--- config.mk ---
export PLATFORM = sky130hd
export DESIGN_NAME = sram_ctrl
export DESIGN_NICKNAME = d
export VERILOG_FILES = /design/src/rtl/sram_ctrl_pkg.sv /design/src/rtl/sram_ctrl_wait.sv /design/src/rtl/sram_ctrl_fsm.sv /design/src/rtl/sram_ctrl_bus.sv /design/src/rtl/sram_ctrl.sv
export SDC_FILE = /design/constraint.sdc
export NUM_CORES = 1
export LEC_CHECK = 0
export BUFFER_PORTS_ARGS = -buffer_cell sky130_fd_sc_hd__buf_2
export CORE_ASPECT_RATIO = 2
export CORE_MARGIN = 4
export CORE_UTILIZATION = 35
export DETAILED_ROUTE_END_ITERATION = 6
export GPL_ROUTABILITY_DRIVEN = 0
export PLACE_DENSITY = 0.7
export SETUP_SLACK_MARGIN = 0.05
export SYNTH_ARGS = -nofsm -noshare
export SYNTH_HDL_FRONTEND = slang
export SYNTH_SLANG_ARGS = --single-unit
--- constraint.sdc ---
create_clock -name clk_i -period 1.7 [get_ports clk_i]
set_input_delay 0.425 -clock clk_i [delete_from_list [all_inputs] [get_ports clk_i]]
set_output_delay 0.425 -clock clk_i [all_outputs]
set_load 0.02 [all_outputs]
--- src/rtl/sram_ctrl_pkg.sv ---
package sram_ctrl_pkg;

  typedef enum logic [2:0] {
    ST_IDLE,
    ST_RD,
    ST_WR_SETUP,
    ST_WR_PULSE,
    ST_WR_HOLD
  } state_e;

  // wait cycles: access time rounded up to whole clocks, plus one capture cycle
  function automatic int unsigned wait_cycles(int unsigned access_ns, int unsigned period_ns);
    return (access_ns + period_ns - 1) / period_ns + 1;
  endfunction

endpackage

--- src/rtl/sram_ctrl_wait.sv ---
module sram_ctrl_wait #(
  parameter int unsigned WAIT = 2
) (
  input  logic clk_i,
  input  logic rst_ni,
  input  logic load_i,
  output logic last_o
);
  localparam int unsigned CNT_W = (WAIT > 1) ? $clog2(WAIT) : 1;
  localparam logic [CNT_W-1:0] LAST = CNT_W'(WAIT - 1);

  logic [CNT_W-1:0] cnt_q;

  always_ff @(posedge clk_i or negedge rst_ni) begin
    if (!rst_ni)           cnt_q <= '0;
    else if (load_i)       cnt_q <= '0;
    else if (cnt_q != LAST) cnt_q <= cnt_q + 1'b1;
  end

  assign last_o = (cnt_q == LAST);

endmodule

--- src/rtl/sram_ctrl_fsm.sv ---
module sram_ctrl_fsm
  import sram_ctrl_pkg::*;
(
  input  logic   clk_i,
  input  logic   rst_ni,
  input  logic   req_i,
  input  logic   we_i,
  input  logic   last_i,
  output state_e state_o,
  output logic   rdy_o,
  output logic   accept_o,
  output logic   load_o,
  output logic   capture_o
);
  state_e state_q, state_d;

  always_comb begin
    state_d = state_q;
    unique case (state_q)
      ST_IDLE:     if (req_i) state_d = we_i ? ST_WR_SETUP : ST_RD;
      ST_RD:       if (last_i) state_d = ST_IDLE;
      ST_WR_SETUP: state_d = ST_WR_PULSE;
      ST_WR_PULSE: if (last_i) state_d = ST_WR_HOLD;
      ST_WR_HOLD:  state_d = ST_IDLE;
      default:     state_d = ST_IDLE;
    endcase
  end

  always_ff @(posedge clk_i or negedge rst_ni) begin
    if (!rst_ni) state_q <= ST_IDLE;
    else         state_q <= state_d;
  end

  assign state_o   = state_q;
  assign rdy_o     = (state_q == ST_IDLE);
  assign accept_o  = rdy_o && req_i;
  // restart the wait counter on entry to a timed phase
  assign load_o    = (accept_o && !we_i) || (state_q == ST_WR_SETUP);
  assign capture_o = (state_q == ST_RD) && last_i;

endmodule

--- src/rtl/sram_ctrl_bus.sv ---
module sram_ctrl_bus
  import sram_ctrl_pkg::*;
#(
  parameter int unsigned ADDR_W = 16,
  parameter int unsigned DATA_W = 24
) (
  input  logic              clk_i,
  input  logic              rst_ni,
  input  state_e            state_i,
  input  logic              accept_i,
  input  logic              capture_i,
  input  logic [ADDR_W-1:0] addr_i,
  input  logic [DATA_W-1:0] wdata_i,
  input  logic              sel_i,
  input  logic [DATA_W-1:0] dq_i,
  output logic [DATA_W-1:0] rdata_o,
  output logic              rvalid_o,
  output logic              ce_n_o,
  output logic              ce_o,
  output logic              oe_n_o,
  output logic              we_n_o,
  output logic [ADDR_W-2:0] addr_lo_o,
  output logic              top_direct_o,
  output logic              top_alt_o,
  output logic              src_o,
  output logic [DATA_W-1:0] dq_o,
  output logic              dq_oe_o
);
  localparam int unsigned LO_W = ADDR_W - 1;

  logic [ADDR_W-1:0] addr_q;
  logic [DATA_W-1:0] data_q;
  logic              sel_q;
  logic [DATA_W-1:0] rdata_q;
  logic              rvalid_q;

  always_ff @(posedge clk_i or negedge rst_ni) begin
    if (!rst_ni) begin
      addr_q <= '0;
      data_q <= '0;
      sel_q  <= 1'b0;
    end else if (accept_i) begin
      addr_q <= addr_i;
      data_q <= wdata_i;
      sel_q  <= sel_i;
    end
  end

  always_ff @(posedge clk_i or negedge rst_ni) begin
    if (!rst_ni) begin
      rdata_q  <= '0;
      rvalid_q <= 1'b0;
    end else begin
      rvalid_q <= capture_i;
      if (capture_i) rdata_q <= dq_i;
    end
  end

  logic sel_act, rd_act, wr_act, drv_act;
  assign sel_act = (state_i != ST_IDLE);
  assign rd_act  = (state_i == ST_RD);
  assign wr_act  = (state_i == ST_WR_PULSE);
  assign drv_act = (state_i == ST_WR_PULSE) || (state_i == ST_WR_HOLD);

  assign ce_n_o  = ~sel_act;
  assign ce_o    = sel_act;
  assign oe_n_o  = ~rd_act;
  assign we_n_o  = ~wr_act;
  assign dq_oe_o = drv_act;
  assign dq_o    = data_q;

  // top bit goes only to the pin the select level names; the other stays low
  assign addr_lo_o    = addr_q[LO_W-1:0];
  assign src_o        = sel_q;
  assign top_alt_o    = sel_q & addr_q[ADDR_W-1];
  assign top_direct_o = ~sel_q & addr_q[ADDR_W-1];

  assign rdata_o  = rdata_q;
  assign rvalid_o = rvalid_q;

endmodule

--- src/rtl/sram_ctrl.sv ---
module sram_ctrl
  import sram_ctrl_pkg::*;
#(
  parameter int unsigned ADDR_W        = 16,
  parameter int unsigned DATA_W        = 24,
  parameter int unsigned CLK_PERIOD_NS = 20,
  parameter int unsigned ACCESS_NS     = 10
) (
  input  logic              clk_i,
  input  logic              rst_ni,
  input  logic              req_i,
  output logic              rdy_o,
  input  logic              we_i,
  input  logic [ADDR_W-1:0] addr_i,
  input  logic [DATA_W-1:0] wdata_i,
  input  logic              bank_sel_i,
  output logic [DATA_W-1:0] rdata_o,
  output logic              rvalid_o,
  output logic              mem_ce_n_o,
  output logic              mem_ce_o,
  output logic              mem_oe_n_o,
  output logic              mem_we_n_o,
  output logic [ADDR_W-2:0] mem_addr_o,
  output logic              mem_a15_o,
  output logic              mem_xy_o,
  output logic              mem_src_o,
  output logic [DATA_W-1:0] mem_dq_o,
  input  logic [DATA_W-1:0] mem_dq_i,
  output logic              mem_dq_oe_o
);
  localparam int unsigned WAIT = wait_cycles(ACCESS_NS, CLK_PERIOD_NS);

  state_e state;
  logic   accept, load, last, capture;

  sram_ctrl_fsm i_fsm (
    .clk_i     (clk_i),
    .rst_ni    (rst_ni),
    .req_i     (req_i),
    .we_i      (we_i),
    .last_i    (last),
    .state_o   (state),
    .rdy_o     (rdy_o),
    .accept_o  (accept),
    .load_o    (load),
    .capture_o (capture)
  );

  sram_ctrl_wait #(.WAIT(WAIT)) i_wait (
    .clk_i  (clk_i),
    .rst_ni (rst_ni),
    .load_i (load),
    .last_o (last)
  );

  sram_ctrl_bus #(.ADDR_W(ADDR_W), .DATA_W(DATA_W)) i_bus (
    .clk_i        (clk_i),
    .rst_ni       (rst_ni),
    .state_i      (state),
    .accept_i     (accept),
    .capture_i    (capture),
    .addr_i       (addr_i),
    .wdata_i      (wdata_i),
    .sel_i        (bank_sel_i),
    .dq_i         (mem_dq_i),
    .rdata_o      (rdata_o),
    .rvalid_o     (rvalid_o),
    .ce_n_o       (mem_ce_n_o),
    .ce_o         (mem_ce_o),
    .oe_n_o       (mem_oe_n_o),
    .we_n_o       (mem_we_n_o),
    .addr_lo_o    (mem_addr_o),
    .top_direct_o (mem_a15_o),
    .top_alt_o    (mem_xy_o),
    .src_o        (mem_src_o),
    .dq_o         (mem_dq_o),
    .dq_oe_o      (mem_dq_oe_o)
  );

endmodule

Word-level counts from Yosys, hierarchy flattened
Index checks and enable logic that the tools add are counted.
{ "word_totals": {"ff_bits": 70, "in_bits": 69, "output_inout_bits": 73, "word_cells": 37} }
{ "classes": {"addsub": 1, "eq_ne": 7, "mux": 7, "bitwise_logic": 6, "n_reduce_logical": 9} }
{ "ops": {"columns": ["op", "count"], "rows": [
  ["one-hot mux 3 bit (4 select lines)", 1],
  ["two-way mux 3 bit", 3],
  ["== test 3 x 2 -> 1 bit, second input constant", 2],
  ["!= test 2 bit, second input constant", 3],
  ["NOT 1 bit", 4],
  ["== test 3 x 1 -> 1 bit, second input constant", 1],
  ["== test 3 bit, second input constant", 1],
  ["logical AND 1 bit", 3],
  ["zero test 3 bit", 1],
  ["AND reduction 3 bit", 1],
  ["nonzero test 3 bit", 1],
  ["AND 1 bit", 2],
  ["logical OR 1 bit", 2],
  ["two-way mux 1 bit", 2],
  ["two-way mux 2 bit", 1],
  ["adder 1 bit, second input constant", 1],
  ["zero test 1 bit", 1]
]} }

Logic depth before layout (Yosys ltp)
{ "logic_depth": {"depth_word": 5, "depth_mapped": 5, "ltp_nobuf": 2} }

By module
A second synthesis with hierarchy kept.
{ "unflattened": {"cells_unflattened": 181, "hier_area_um2": 3088.0} }
{ "modules_own_cells": {"columns": ["module", "n_inst", "cells_per_inst", "area_each_um2", "seq_area_each_um2"], "rows": [
  ["sram_ctrl_bus", 1, 162, 2895.3, 1651.6],
  ["sram_ctrl_fsm", 1, 17, 163.9, 75.1],
  ["sram_ctrl_wait", 1, 2, 28.8, 25.0]
]} }

Least setup slack after synthesis
No wires, ideal clock.
{ "synth_path": {"path_type": "reg2out", "start": "register i_fsm.state_q[2], in the netlist i_fsm.state_o[2]", "end": "output mem_ce_o", "t_arrival_ps": 1351, "required_time_ps": 1275, "path_slack_ps": -76, "stages_incl_launch_ff": 4, "n_path_buf": 1, "cell_sequence": "dfrtp_1 buf_6 nor3_1 inv_1"} }
{ "synth_via": {"elab_chain_len": 1} }
{ "synth_lines": {"columns": ["element", "line", "source"], "rows": [
  ["from (decl)", "sram_ctrl_fsm.sv:15", "state_e state_q, state_d;"],
  ["from (signal assigned)", "sram_ctrl_fsm.sv:31", "else state_q <= state_d;"],
  ["nonzero test 3 bit", "sram_ctrl_bus.sv:60", "assign sel_act = (state_i != ST_IDLE);"],
  ["to (decl)", "sram_ctrl.sv:20", "output logic mem_ce_o,"]
]} }
No other way between the ends.

Worst setup path in the final report
{ "layout_path": {"start": "register i_fsm.state_q[2], in the netlist i_fsm.state_o[2]", "end": "register i_bus.addr_q[14]"} }
{ "layout_via": {"elab_chain_len": 2} }
{ "layout_lines": {"columns": ["element", "line", "source"], "rows": [
  ["zero test 3 bit", "sram_ctrl_fsm.sv:35", "assign rdy_o = (state_q == ST_IDLE);"],
  ["logical AND 1 bit", "sram_ctrl_fsm.sv:36", "assign accept_o = rdy_o && req_i;"],
  ["to (signal assigned)", "sram_ctrl_bus.sv:43", "addr_q <= addr_i;"],
  ["to (decl)", "sram_ctrl_bus.sv:31", "logic [ADDR_W-1:0] addr_q;"]
]} }
No other way between the ends.
A chain may end at the register's enable or synchronous reset.

==> results.toml <==
[sta]
period_needed_ns = 1.72
fin_ws_ns = -0.0192
max_clock_freq_mhz = 582
finClkSkew_ns = 0.00506
timing.final.crit_share_pct = 101
slew_viol_final = 0
rsz0062_at_grt = "true"
final-setup-viol-count = 8
slew_headroom_pct = 74.4
finalHoldViolCount = 0
setup_total_negative_slack_ns = -0.104
worst_hold_slack_ns = 0.104
tightest_slew_ns = 0.385

[route]
vias_per_cell = 4.55
vias = 1950
drtIter0Drc = 46
final_antenna_net_count = 0
drc = 0
dr.pass1.iters = 4
finalWirelength_mm = 6.80
wire_per_inst_um = 15.9

[worst_setup_path]
crit_family = "buffers and inverters"
end_kind = "flip-flop"
path_class = "reg -> reg"
cp.required_ns = 1.91
cp_slowest_stage_delay_ns = 0.43
cp.arrival_ns = 1.93
cp-start-kind = "flip-flop"
cp_cell_sequence = "buf_4, nor4b_4, buf_6, clkbuf_16, mux2_2"
cp_max_fo = 5
cpMaxStageDelayCell = "dfrtp_2"
crit_buf_inv = 3
reg2reg_slack_ns = -0.02

[final_layout]
final_area_um2 = 4160
area_growth_syn_to_layout_pct = 41.7
final_layout_size_suffix_gt1_share_pct = 75.2
nets = 396
stdcell_count = 429
antenna_cells = 0

[synth]
syn_inst = 181
synth_seq_cells = 70
netlist.area_leader.share_pct = 59.7
synth-seq-area-share_pct = 59.7
synth_cell_types = 19
yosys_warnings = 0
synth-edff-count = 0
yosysTopAreaCell = "dfrtp_1"
netlist_area_um2 = 2930
yosys-top-cells-area = "dfrtp_1, mux2_2, mux2_4"
ys.flop_type = "dfrtp_1"
synthTopCellsByCount = "dfrtp_1, mux2_2, mux2_4"
async_flop_share_pct = 100
yosysMostFrequentCell = "dfrtp_1"
syn_area_per_cell_um2 = 16.2
postSynthNetCount = 250

[die]
core_um2 = 8230
die_h_um = 137
initial_core_util_pct = 35.6
die_area_um2 = 10000
ios = 142
rows = 47
die_w_um = 72.7

[power_and_ir_drop]
vdd_drop_max_uv = 959
p_per_area_nw_per_um2 = 2250
finalPower_mw = 9.33
p_leak_nw = 2.05

[cts]
cts.sinks = 70
clockBufferDepth = 2
cts_inserted_buffers = 9
cts_tree = "yes"
cts_max_level = 3
clkLatencyLatePin_ns = 0.32
cts_root_buffer = "clkbuf_16"
path_clk_slew_ns = 0.05

[grt]
grt_pass1_wl_mm = 9.48
antenna_found_initial = 0
grt_pass1_vias = 1954
overflow = 0
grt_max_degree = 71
grt_use_total_pct = 12.7

[outcome]
violations = "setup timing"
outcome = "complete, but fails checks"

[placed_design]
place_inst = 398
placed_area_um2 = 3600
dp_hpwl_mm = 4.76
port_buffers = 141

[min_path]
hold_path.class = "in -> async"

[flow_run]
cap_violations = 0
-- final cells by class --
cell class              count  area, µm²
fillers                   728       4080
flip-flops and latches     70       1760
repair buffers            161       1060
multi-input cells          83        958
clock buffers              10        229
well taps                  98        123
clock inverters             5       27.5
inverters                   2       7.51
-- state kept, by name (all words and copies together) (netlist names) --
| register | cells |
|---|---|
| i_bus.rdata_o | 24 |
| i_bus.src_o | 1 |
| i_bus.dq_o | 24 |
| i_wait.last_o | 1 |
| i_bus.rvalid_o | 1 |
| i_bus.addr_q | 16 |
| i_fsm.state_o | 3 |
-- timing repair --
action / in CTS / in global routing
pin swaps: 3 / 2
setup endpoints to repair: 22 / 47
hold buffers: 0 / 0
cloned: 2 / 5
endpoints found under the hold margin: 0 / 0
buffers inserted: 9 / 0
gates resized for setup: 16 / 8
-- cells in the final DEF, fill, tap and decap left out, types with 2 or more instances in the layout --
| cell type | netlist | layout |
|---|---|---|
| buf_2 | 0 | 135 |
| dfrtp_1 | 70 | 67 |
| mux2_2 | 45 | 45 |
| mux2_4 | 20 | 20 |
| clkbuf_16 | 0 | 13 |
| buf_6 | 9 | 10 |
| buf_4 | 17 | 7 |
| clkinv_2 | 0 | 4 |
| dfrtp_2 | 0 | 3 |
| buf_12 | 0 | 3 |
| nand3b_1 | 2 | 2 |
| nor2b_1 | 2 | 2 |
| nor2_1 | 2 | 2 |
| a21oi_1 | 2 | 2 |
| buf_16 | 0 | 2 |
-- routing by layer --
metal  part of all wire, %  up-vias  routed length, µm  track usage (%)
met5                     0        -                  0                0
met4                   2.3        0                157             6.47
met3                   5.6       11                384             2.56
met1                    31      967               2080             12.0
li1                      -      900                  -                -
met2                    61       72               4180             24.7
-- cells by family (layout without fill, tap and decap cells) --
group	count (synthesis)	in the layout	share of synthesized area, %
compound gates	6	6	1.32
buf+inv	28	178	8.06
flops	70	70	59.7
mux	65	65	27.5
simple gates	12	12	3.37
-- final timing paths --
kind	to	start	cells past startpoint
setup / recovery	i_bus.addr_q[14]	i_fsm.state_o[2]	5
hold / removal	i_bus.addr_q[5]	rst_ni	2
setup reg to reg	i_bus.addr_q[14]	i_fsm.state_o[2]	5
hold reg to reg	i_bus.dq_o[3]	i_bus.dq_o[3]	1
max in group asynchronous	i_bus.rdata_o[17]	rst_ni	2
min in group clk_i	i_bus.dq_o[8]	wdata_i[8]	2
-- power breakdown --
group	leakage [nW]	internal [mW]	switching (mW)
Combinational	1.10	2.39	2.36
Sequential	0.821	2.54	0.446
Clock	0.128	0.966	0.630
Total	2.05	5.89	3.44
-- through the flow --
| stage | util [%] | setup slack, ns |
|---|---|---|
| final | 50.5 | -0.0192 |
| after detailed placement | 43.8 | 0.0305 |
| after CTS | 48.9 | -0.0205 |
| after global routing | 50.5 | -0.0781 |
| after global placement | 43.8 | 0.0893 |
| after floorplan | - | 0.0918 |
Power figures use the tool's default switching activity.
